## src/rtl/i2cmon_pkg.sv

```systemverilog
// Shared types for the I2C bus monitor.
// Assumes: a single sample clock domain after the synchroniser.
package i2cmon_pkg;
    localparam int BYTE_W = 8;

    typedef enum logic {
        MON_IDLE = 1'b0,
        MON_BUSY = 1'b1
    } mon_state_e;

    typedef struct packed {
        logic scl_rise;
        logic scl_fall;
        logic start;
        logic stop;
    } bus_evt_t;
endpackage

```

## src/rtl/i2cmon_sync.sv

```systemverilog
// Synchronises SCL and SDA and classifies bus events from the current and
// previous synchronised samples.
// Assumes: raw inputs may be asynchronous; idle bus level is high.
module i2cmon_sync
    import i2cmon_pkg::*;
#(
    parameter int STAGES = 2
) (
    input  logic     clk,
    input  logic     rst_n,
    input  logic     scl_i,
    input  logic     sda_i,
    output bus_evt_t evt_o,
    output logic     sda_o
);
    localparam int CUR = STAGES - 1;
    localparam int PRV = STAGES;

    logic [STAGES:0] scl_q;
    logic [STAGES:0] sda_q;

    // Shift chain: synchroniser stages plus one history flop per line.
    always_ff @(posedge clk) begin
        if (!rst_n) begin
            scl_q <= '1;
            sda_q <= '1;
        end else begin
            scl_q <= {scl_q[STAGES-1:0], scl_i};
            sda_q <= {sda_q[STAGES-1:0], sda_i};
        end
    end

    // Event decode: SCL edges, and SDA edges while SCL stays high.
    always_comb begin
        evt_o.scl_rise = scl_q[CUR] & ~scl_q[PRV];
        evt_o.scl_fall = ~scl_q[CUR] & scl_q[PRV];
        evt_o.start    = scl_q[CUR] & scl_q[PRV] & ~sda_q[CUR] & sda_q[PRV];
        evt_o.stop     = scl_q[CUR] & scl_q[PRV] & sda_q[CUR] & ~sda_q[PRV];
    end

    assign sda_o = sda_q[CUR];
endmodule

```

## src/rtl/i2cmon_glitch.sv

```systemverilog
// Measures the samples since the previous bus event and accepts an event
// only if that interval exceeds the threshold (threshold 0 = accept all).
// Assumes: threshold is stable while events occur.
module i2cmon_glitch
    import i2cmon_pkg::*;
#(
    parameter int CNT_W = 16
) (
    input  logic             clk,
    input  logic             rst_n,
    input  bus_evt_t         evt_i,
    input  logic [CNT_W-1:0] thr_i,
    output logic             accept_o
);
    localparam logic [CNT_W-1:0] CNT_MAX = '1;
    localparam logic [CNT_W-1:0] CNT_ONE = CNT_W'(1);

    logic             evt_any;
    logic [CNT_W-1:0] gap_q;

    assign evt_any  = |evt_i;
    assign accept_o = evt_any & ((thr_i == '0) | (gap_q > thr_i));

    // Interval timer: restarts on any event, saturates otherwise.
    always_ff @(posedge clk) begin
        if (!rst_n) begin
            gap_q <= CNT_MAX;
        end else if (evt_any) begin
            gap_q <= CNT_ONE;
        end else if (gap_q != CNT_MAX) begin
            gap_q <= gap_q + CNT_ONE;
        end
    end


    timer_restart_chk: assert property (@(posedge clk) disable iff (!rst_n)
        evt_any |=> (gap_q == CNT_ONE));


    timer_saturate_chk: assert property (@(posedge clk) disable iff (!rst_n)
        (gap_q == CNT_MAX && !evt_any) |=> (gap_q == CNT_MAX));
endmodule

```

## src/rtl/i2cmon_decoder.sv

```systemverilog
// Frame decoder: tracks idle/busy, collects 8 data bits plus acknowledge on
// accepted SCL rises, and emits start, stop and byte pulses.
// Assumes: at most one event kind per cycle; accept_i only with an event.
module i2cmon_decoder
    import i2cmon_pkg::*;
(
    input  logic              clk,
    input  logic              rst_n,
    input  bus_evt_t          evt_i,
    input  logic              accept_i,
    input  logic              sda_i,
    output logic              start_o,
    output logic              stop_o,
    output logic              byte_vld_o,
    output logic [BYTE_W-1:0] byte_o,
    output logic              ack_o,
    output logic              addr_flag_o,
    output logic [BYTE_W-2:0] addr_o,
    output logic              rw_o
);
    localparam int CNT_W = $clog2(BYTE_W + 1);
    localparam logic [CNT_W-1:0] ACK_SLOT = CNT_W'(BYTE_W);

    mon_state_e        state_q;
    logic [CNT_W-1:0]  bitcnt_q;
    logic [BYTE_W-1:0] shift_q;
    logic              first_q;

    logic take_start, take_stop, take_bit;

    // Qualify events by acceptance and state.
    always_comb begin
        take_start = accept_i & evt_i.start;
        take_stop  = accept_i & evt_i.stop & (state_q == MON_BUSY);
        take_bit   = accept_i & evt_i.scl_rise & (state_q == MON_BUSY);
    end

    // Frame state, bit collection and output registers.
    always_ff @(posedge clk) begin
        if (!rst_n) begin
            state_q     <= MON_IDLE;
            bitcnt_q    <= '0;
            shift_q     <= '0;
            first_q     <= 1'b0;
            start_o     <= 1'b0;
            stop_o      <= 1'b0;
            byte_vld_o  <= 1'b0;
            byte_o      <= '0;
            ack_o       <= 1'b0;
            addr_flag_o <= 1'b0;
            addr_o      <= '0;
            rw_o        <= 1'b0;
        end else begin
            start_o    <= 1'b0;
            stop_o     <= 1'b0;
            byte_vld_o <= 1'b0;
            if (take_start) begin
                state_q  <= MON_BUSY;
                bitcnt_q <= '0;
                first_q  <= 1'b1;
                start_o  <= 1'b1;
            end else if (take_stop) begin
                state_q <= MON_IDLE;
                stop_o  <= 1'b1;
            end else if (take_bit) begin
                if (bitcnt_q == ACK_SLOT) begin
                    byte_vld_o  <= 1'b1;
                    byte_o      <= shift_q;
                    ack_o       <= ~sda_i;
                    addr_flag_o <= first_q;
                    if (first_q) begin
                        addr_o <= shift_q[BYTE_W-1:1];
                        rw_o   <= shift_q[0];
                    end
                    first_q  <= 1'b0;
                    bitcnt_q <= '0;
                end else begin
                    shift_q  <= {shift_q[BYTE_W-2:0], sda_i};
                    bitcnt_q <= bitcnt_q + 1'b1;
                end
            end
        end
    end


    start_busy_chk: assert property (@(posedge clk) disable iff (!rst_n)
        start_o |-> (state_q == MON_BUSY));


    stop_idle_chk: assert property (@(posedge clk) disable iff (!rst_n)
        stop_o |-> (state_q == MON_IDLE));


    pulse_excl_chk: assert property (@(posedge clk) disable iff (!rst_n)
        $onehot0({start_o, stop_o, byte_vld_o}));


    reject_hold_chk: assert property (@(posedge clk) disable iff (!rst_n)
        !accept_i |=> ($stable(state_q) && $stable(bitcnt_q) && $stable(shift_q)));
endmodule

```

## src/rtl/i2c_bus_monitor.sv

```systemverilog
// Top of the passive I2C bus monitor: synchroniser and event classifier,
// glitch qualifier, frame decoder.
// Assumes: sample clock much faster than SCL; bus never driven here.
module i2c_bus_monitor
    import i2cmon_pkg::*;
#(
    parameter int THR_W       = 16,
    parameter int SYNC_STAGES = 2
) (
    input  logic             clk,
    input  logic             rst_n,
    input  logic             scl_i,
    input  logic             sda_i,
    input  logic [THR_W-1:0] glitch_thr_i,
    output logic             start_o,
    output logic             stop_o,
    output logic             byte_vld_o,
    output logic [7:0]       byte_o,
    output logic             ack_o,
    output logic             addr_flag_o,
    output logic [6:0]       addr_o,
    output logic             rw_o
);
    bus_evt_t evt;
    logic     sda_s;
    logic     accept;

    i2cmon_sync #(.STAGES(SYNC_STAGES)) i_sync (
        .clk   (clk),
        .rst_n (rst_n),
        .scl_i (scl_i),
        .sda_i (sda_i),
        .evt_o (evt),
        .sda_o (sda_s)
    );

    i2cmon_glitch #(.CNT_W(THR_W)) i_glitch (
        .clk      (clk),
        .rst_n    (rst_n),
        .evt_i    (evt),
        .thr_i    (glitch_thr_i),
        .accept_o (accept)
    );

    i2cmon_decoder i_dec (
        .clk         (clk),
        .rst_n       (rst_n),
        .evt_i       (evt),
        .accept_i    (accept),
        .sda_i       (sda_s),
        .start_o     (start_o),
        .stop_o      (stop_o),
        .byte_vld_o  (byte_vld_o),
        .byte_o      (byte_o),
        .ack_o       (ack_o),
        .addr_flag_o (addr_flag_o),
        .addr_o      (addr_o),
        .rw_o        (rw_o)
    );
endmodule

```

## config.mk

```make
export PLATFORM = sky130hd
export DESIGN_NAME = i2c_bus_monitor
export DESIGN_NICKNAME = d
export VERILOG_FILES = /design/src/rtl/i2cmon_pkg.sv /design/src/rtl/i2cmon_sync.sv /design/src/rtl/i2cmon_glitch.sv /design/src/rtl/i2cmon_decoder.sv /design/src/rtl/i2c_bus_monitor.sv
export SDC_FILE = /design/constraint.sdc
export NUM_CORES = 1
export LEC_CHECK = 0
export BUFFER_PORTS_ARGS = -buffer_cell sky130_fd_sc_hd__buf_4
export CELL_PAD_IN_SITES_DETAIL_PLACEMENT = 1
export CELL_PAD_IN_SITES_GLOBAL_PLACEMENT = 1
export CORE_AREA = 2 2 81 83
export DETAILED_ROUTE_END_ITERATION = 10
export DIE_AREA = 0 0 83 85
export PLACE_DENSITY = 0.79
export SLEW_MARGIN = 20
export SYNTH_ARGS = -nofsm -noshare
export SYNTH_HDL_FRONTEND = slang
export SYNTH_SLANG_ARGS = --single-unit
```

## constraint.sdc

```tcl
create_clock -name clk -period 5.85 [get_ports clk]
set_input_delay 1.4625 -clock clk [delete_from_list [all_inputs] [get_ports clk]]
set_output_delay 1.4625 -clock clk [all_outputs]
set_load 0.1 [all_outputs]
```

==> results.json <==
{
  "synth-xor-area-share_pct": 3.48,
  "drtPass1Iterations": 4,
  "die_area_um2": 7060,
  "final_common_cell": "dfxtp_1",
  "synthAdderAreaFrac_pct": 8.58,
  "synth_seq_cells": 57,
  "synth_cell_types": 43,
  "ff2ff_path_depth": 7,
  "critPathCaptureType": "flop",
  "viasPerCell": 5.25,
  "regToRegEndpoint": "i_dec.addr_flag_o",
  "worst-slew-pin-transition_ns": 0.908,
  "synth-simple-area-share_pct": 20.0,
  "netlist_area_um2": 2770,
  "ys.flop_type": "dfxtp_1",
  "met2WireLength_mm": 2.96,
  "required_ns": 6.10,
  "cts_resized": 0,
  "r2r_slack_ns": 3.01,
  "cts-buffers-inserted": 9,
  "yosys.area.top_type": "dfxtp_1",
  "vias": 2264,
  "m1WireLength_mm": 3.01,
  "drt-total-wl_mm": 6.18,
  "dpl.hpwl_mm": 4.47,
  "ctsHoldBuffers": 0,
  "antenna_cells": 0,
  "die_h_um": 85,
  "cts_root_buf": "clkbuf_8",
  "finalMaxSlewViolations": 0,
  "synth_edf_count": 0,
  "synth_area_leaders": "dfxtp_1 41%, mux2i_1 9.8%, ha_1 8.6%",
  "slew_headroom_pct": 38.9,
  "grt_pass1_vias": 2287,
  "async_flop_share_pct": 0,
  "dpl.cell_count": 415,
  "setup_ws_ns": 2.14,
  "grt_max_degree": 54,
  "final_cell_mix": "57 x dfxtp_1, 40 x nand2_1, 40 x buf_4",
  "outcome": "finished clean",
  "crit_fanout": 9,
  "synth.mux.area_fraction_pct": 9.75,
  "power_density_nw_per_um2": 297,
  "final_cells": 431,
  "cts_setup_buffers": 0,
  "leakage_nw": 1.57,
  "grt_pass1_wl_mm": 10.8,
  "grt_use_total_pct": 19.1,
  "crit_type": "primary input to flop",
  "boundaryPins": 41,
  "cts_buffer_depth": 2,
  "rsz0062_at_grt": "no",
  "wl_per_cell_um": 14.3,
  "tns_ns": 0,
  "grt_antenna_before_repair": 0,
  "drive_gt1_share_pct": 18.4,
  "cts_tree": "yes",
  "port_buffers": 40,
  "period_minus_slack_ns": 3.71,
  "worst_setup_path_start_kind": "primary input",
  "multi_input_area_um2": 1480,
  "ys_warn_count": 0,
  "gr-total-overflow": 0,
  "fill_cells": 715,
  "syn_inst": 308,
  "floorplan.core_area_um2": 6200,
  "syn-num-nets": 347,
  "cp_data_arrival_time_ns": 3.96,
  "synth_top_area_share_pct": 41.2,
  "hold_class": "flop to flop",
  "synth-compound-area-share_pct": 11.6,
  "clock.fmax_mhz": 270,
  "synth-seq-area-share_pct": 41.2,
  "drt-initial-drc-count": 64,
  "syn2layout_area_growth_pct": 20.0,
  "timing.final.crit_share_pct": 63.4,
  "num_rows": 29,
  "finalHoldViolCount": 0,
  "antenna_left": 0,
  "htreeDepth": 3,
  "drc": 0,
  "initial_core_util_pct": 44.7,
  "pre_cts_ws_ns": 1.82,
  "sequential_cell_area_um2": 1140,
  "fp.dieW_um": 83,
  "synth_top_family_by_area": "simple AND/OR/NAND/NOR gates",
  "skew_ns": 0.00795,
  "maxCapViolCount": 0,
  "avgSynthCellArea_um2": 9.00,
  "worst_ir_drop_vdd_uv": 205,
  "final_core_util_pct": 53.6,
  "r2r-start": "i_glitch.gap_q[13]",
  "finalSetupViolCount": 0,
  "place.gp.congestion": 0.843,
  "clkTransAtPathRegs_ns": 0.07,
  "clock_sinks": 57,
  "crit_start": "glitch_thr_i[15]",
  "dr.max_layer_used": "met4",
  "wl_met3_um": 172,
  "critical_path.endpoint": "i_dec.addr_flag_o",
  "clk_latency_ns": 0.34,
  "nets": 388
}
final cells by class:
type | instances | share of cell area, %
Multi-Input combinational cell | 215 | 44.5
Inverter | 26 | 2.93
Sequential cell | 57 | 34.3
Clock buffer | 11 | 3.95
Clock inverter | 5 | 2.41
Timing Repair Buffer | 40 | 9.03
Tap cell | 77 | 2.90
flip-flops by register name (all words and copies together), names as in the netlist:
signal             flops
i_glitch.gap_q        16
i_dec.byte_o           8
i_dec.shift_q          8
i_dec.addr_o           7
i_dec.bitcnt_q         4
i_sync.scl_q           3
i_sync.sda_q           3
i_dec.ack_o            1
i_dec.addr_flag_o      1
i_dec.byte_vld_o       1
i_dec.first_q          1
i_dec.rw_o             1
i_dec.start_o          1
i_dec.state_q          1
i_dec.stop_o           1
cell usage after synthesis (all sizes together), types with 2 or more instances:
cell type,count
buf,3
clkbuf,7
xnor2,11
or2,3
o21a,3
and3,4
nand4,10
nor3,5
mux2i,27
dfxtp,57
o21ai,17
nand2b,8
nor4,6
or3,2
inv,25
nor2,15
nand3,10
o22ai,2
ha,19
o31ai,6
a21oi,14
nand2,40
o211ai,2
stage by stage:
step | power [mW] | area, µm² | hold WS, ns
after floorplan | 0.553 | 2770 | 0.386
after global placement | 0.591 | 3120 | 0.390
after detailed placement | 0.599 | 3120 | 0.396
after CTS | 0.997 | 3330 | 0.412
after global routing | 1.04 | 3330 | 0.430
final | 0.987 | 3330 | 0.412
worst min path at each step:
| stage | startpoint | to | slack [ns] | cells after the start |
|---|---|---|---|---|
| 6_report | i_sync.scl_q[0] | i_sync.scl_q[1] | 0.41 | 1 |
| 4_1_cts | i_sync.scl_q[0] | i_sync.scl_q[1] | 0.41 | 1 |
| 3_3_place_gp | i_sync.sda_q[0] | i_sync.sda_q[1] | 0.39 | 1 |
| 2_1_floorplan | i_sync.scl_q[0] | i_sync.scl_q[1] | 0.39 | 1 |
| 3_5_place_dp | i_sync.scl_q[0] | i_sync.scl_q[1] | 0.40 | 1 |
| 5_1_grt | i_sync.scl_q[0] | i_sync.scl_q[1] | 0.43 | 1 |
routing by layer:
metal,track usage [%],vias to the layer above
li1,-,1149
met1,25.0,1084
met2,30.4,27
met3,6.52,4
met4,4.92,0
met5,0,-
power breakdown:
group	switching (mW)	total [mW]	internal (mW)
clock network	0.157	0.396	0.239
logic	0.0911	0.159	0.0678
registers	0.0244	0.432	0.408
worst max-delay path: stages:
cell and delay [ns]:
buf_4 0.08, inv_1 0.03, ha_1 0.30, nand4_1 0.18, nor4_2 0.35, a21boi_2 0.24, o31a_1 0.37, nand4_1 0.59
o22ai_1 0.35
cell families (layout without fill, tap and decap cells):
logic type / after synthesis / after routing
flops: 57 / 57
buf+inv: 36 / 82
mux: 27 / 27
xor+xnor: 11 / 11
simple gates: 108 / 108
fa+ha+maj: 19 / 19
compound gates: 50 / 50
Note: power is estimated with default switching activity, not from simulation.
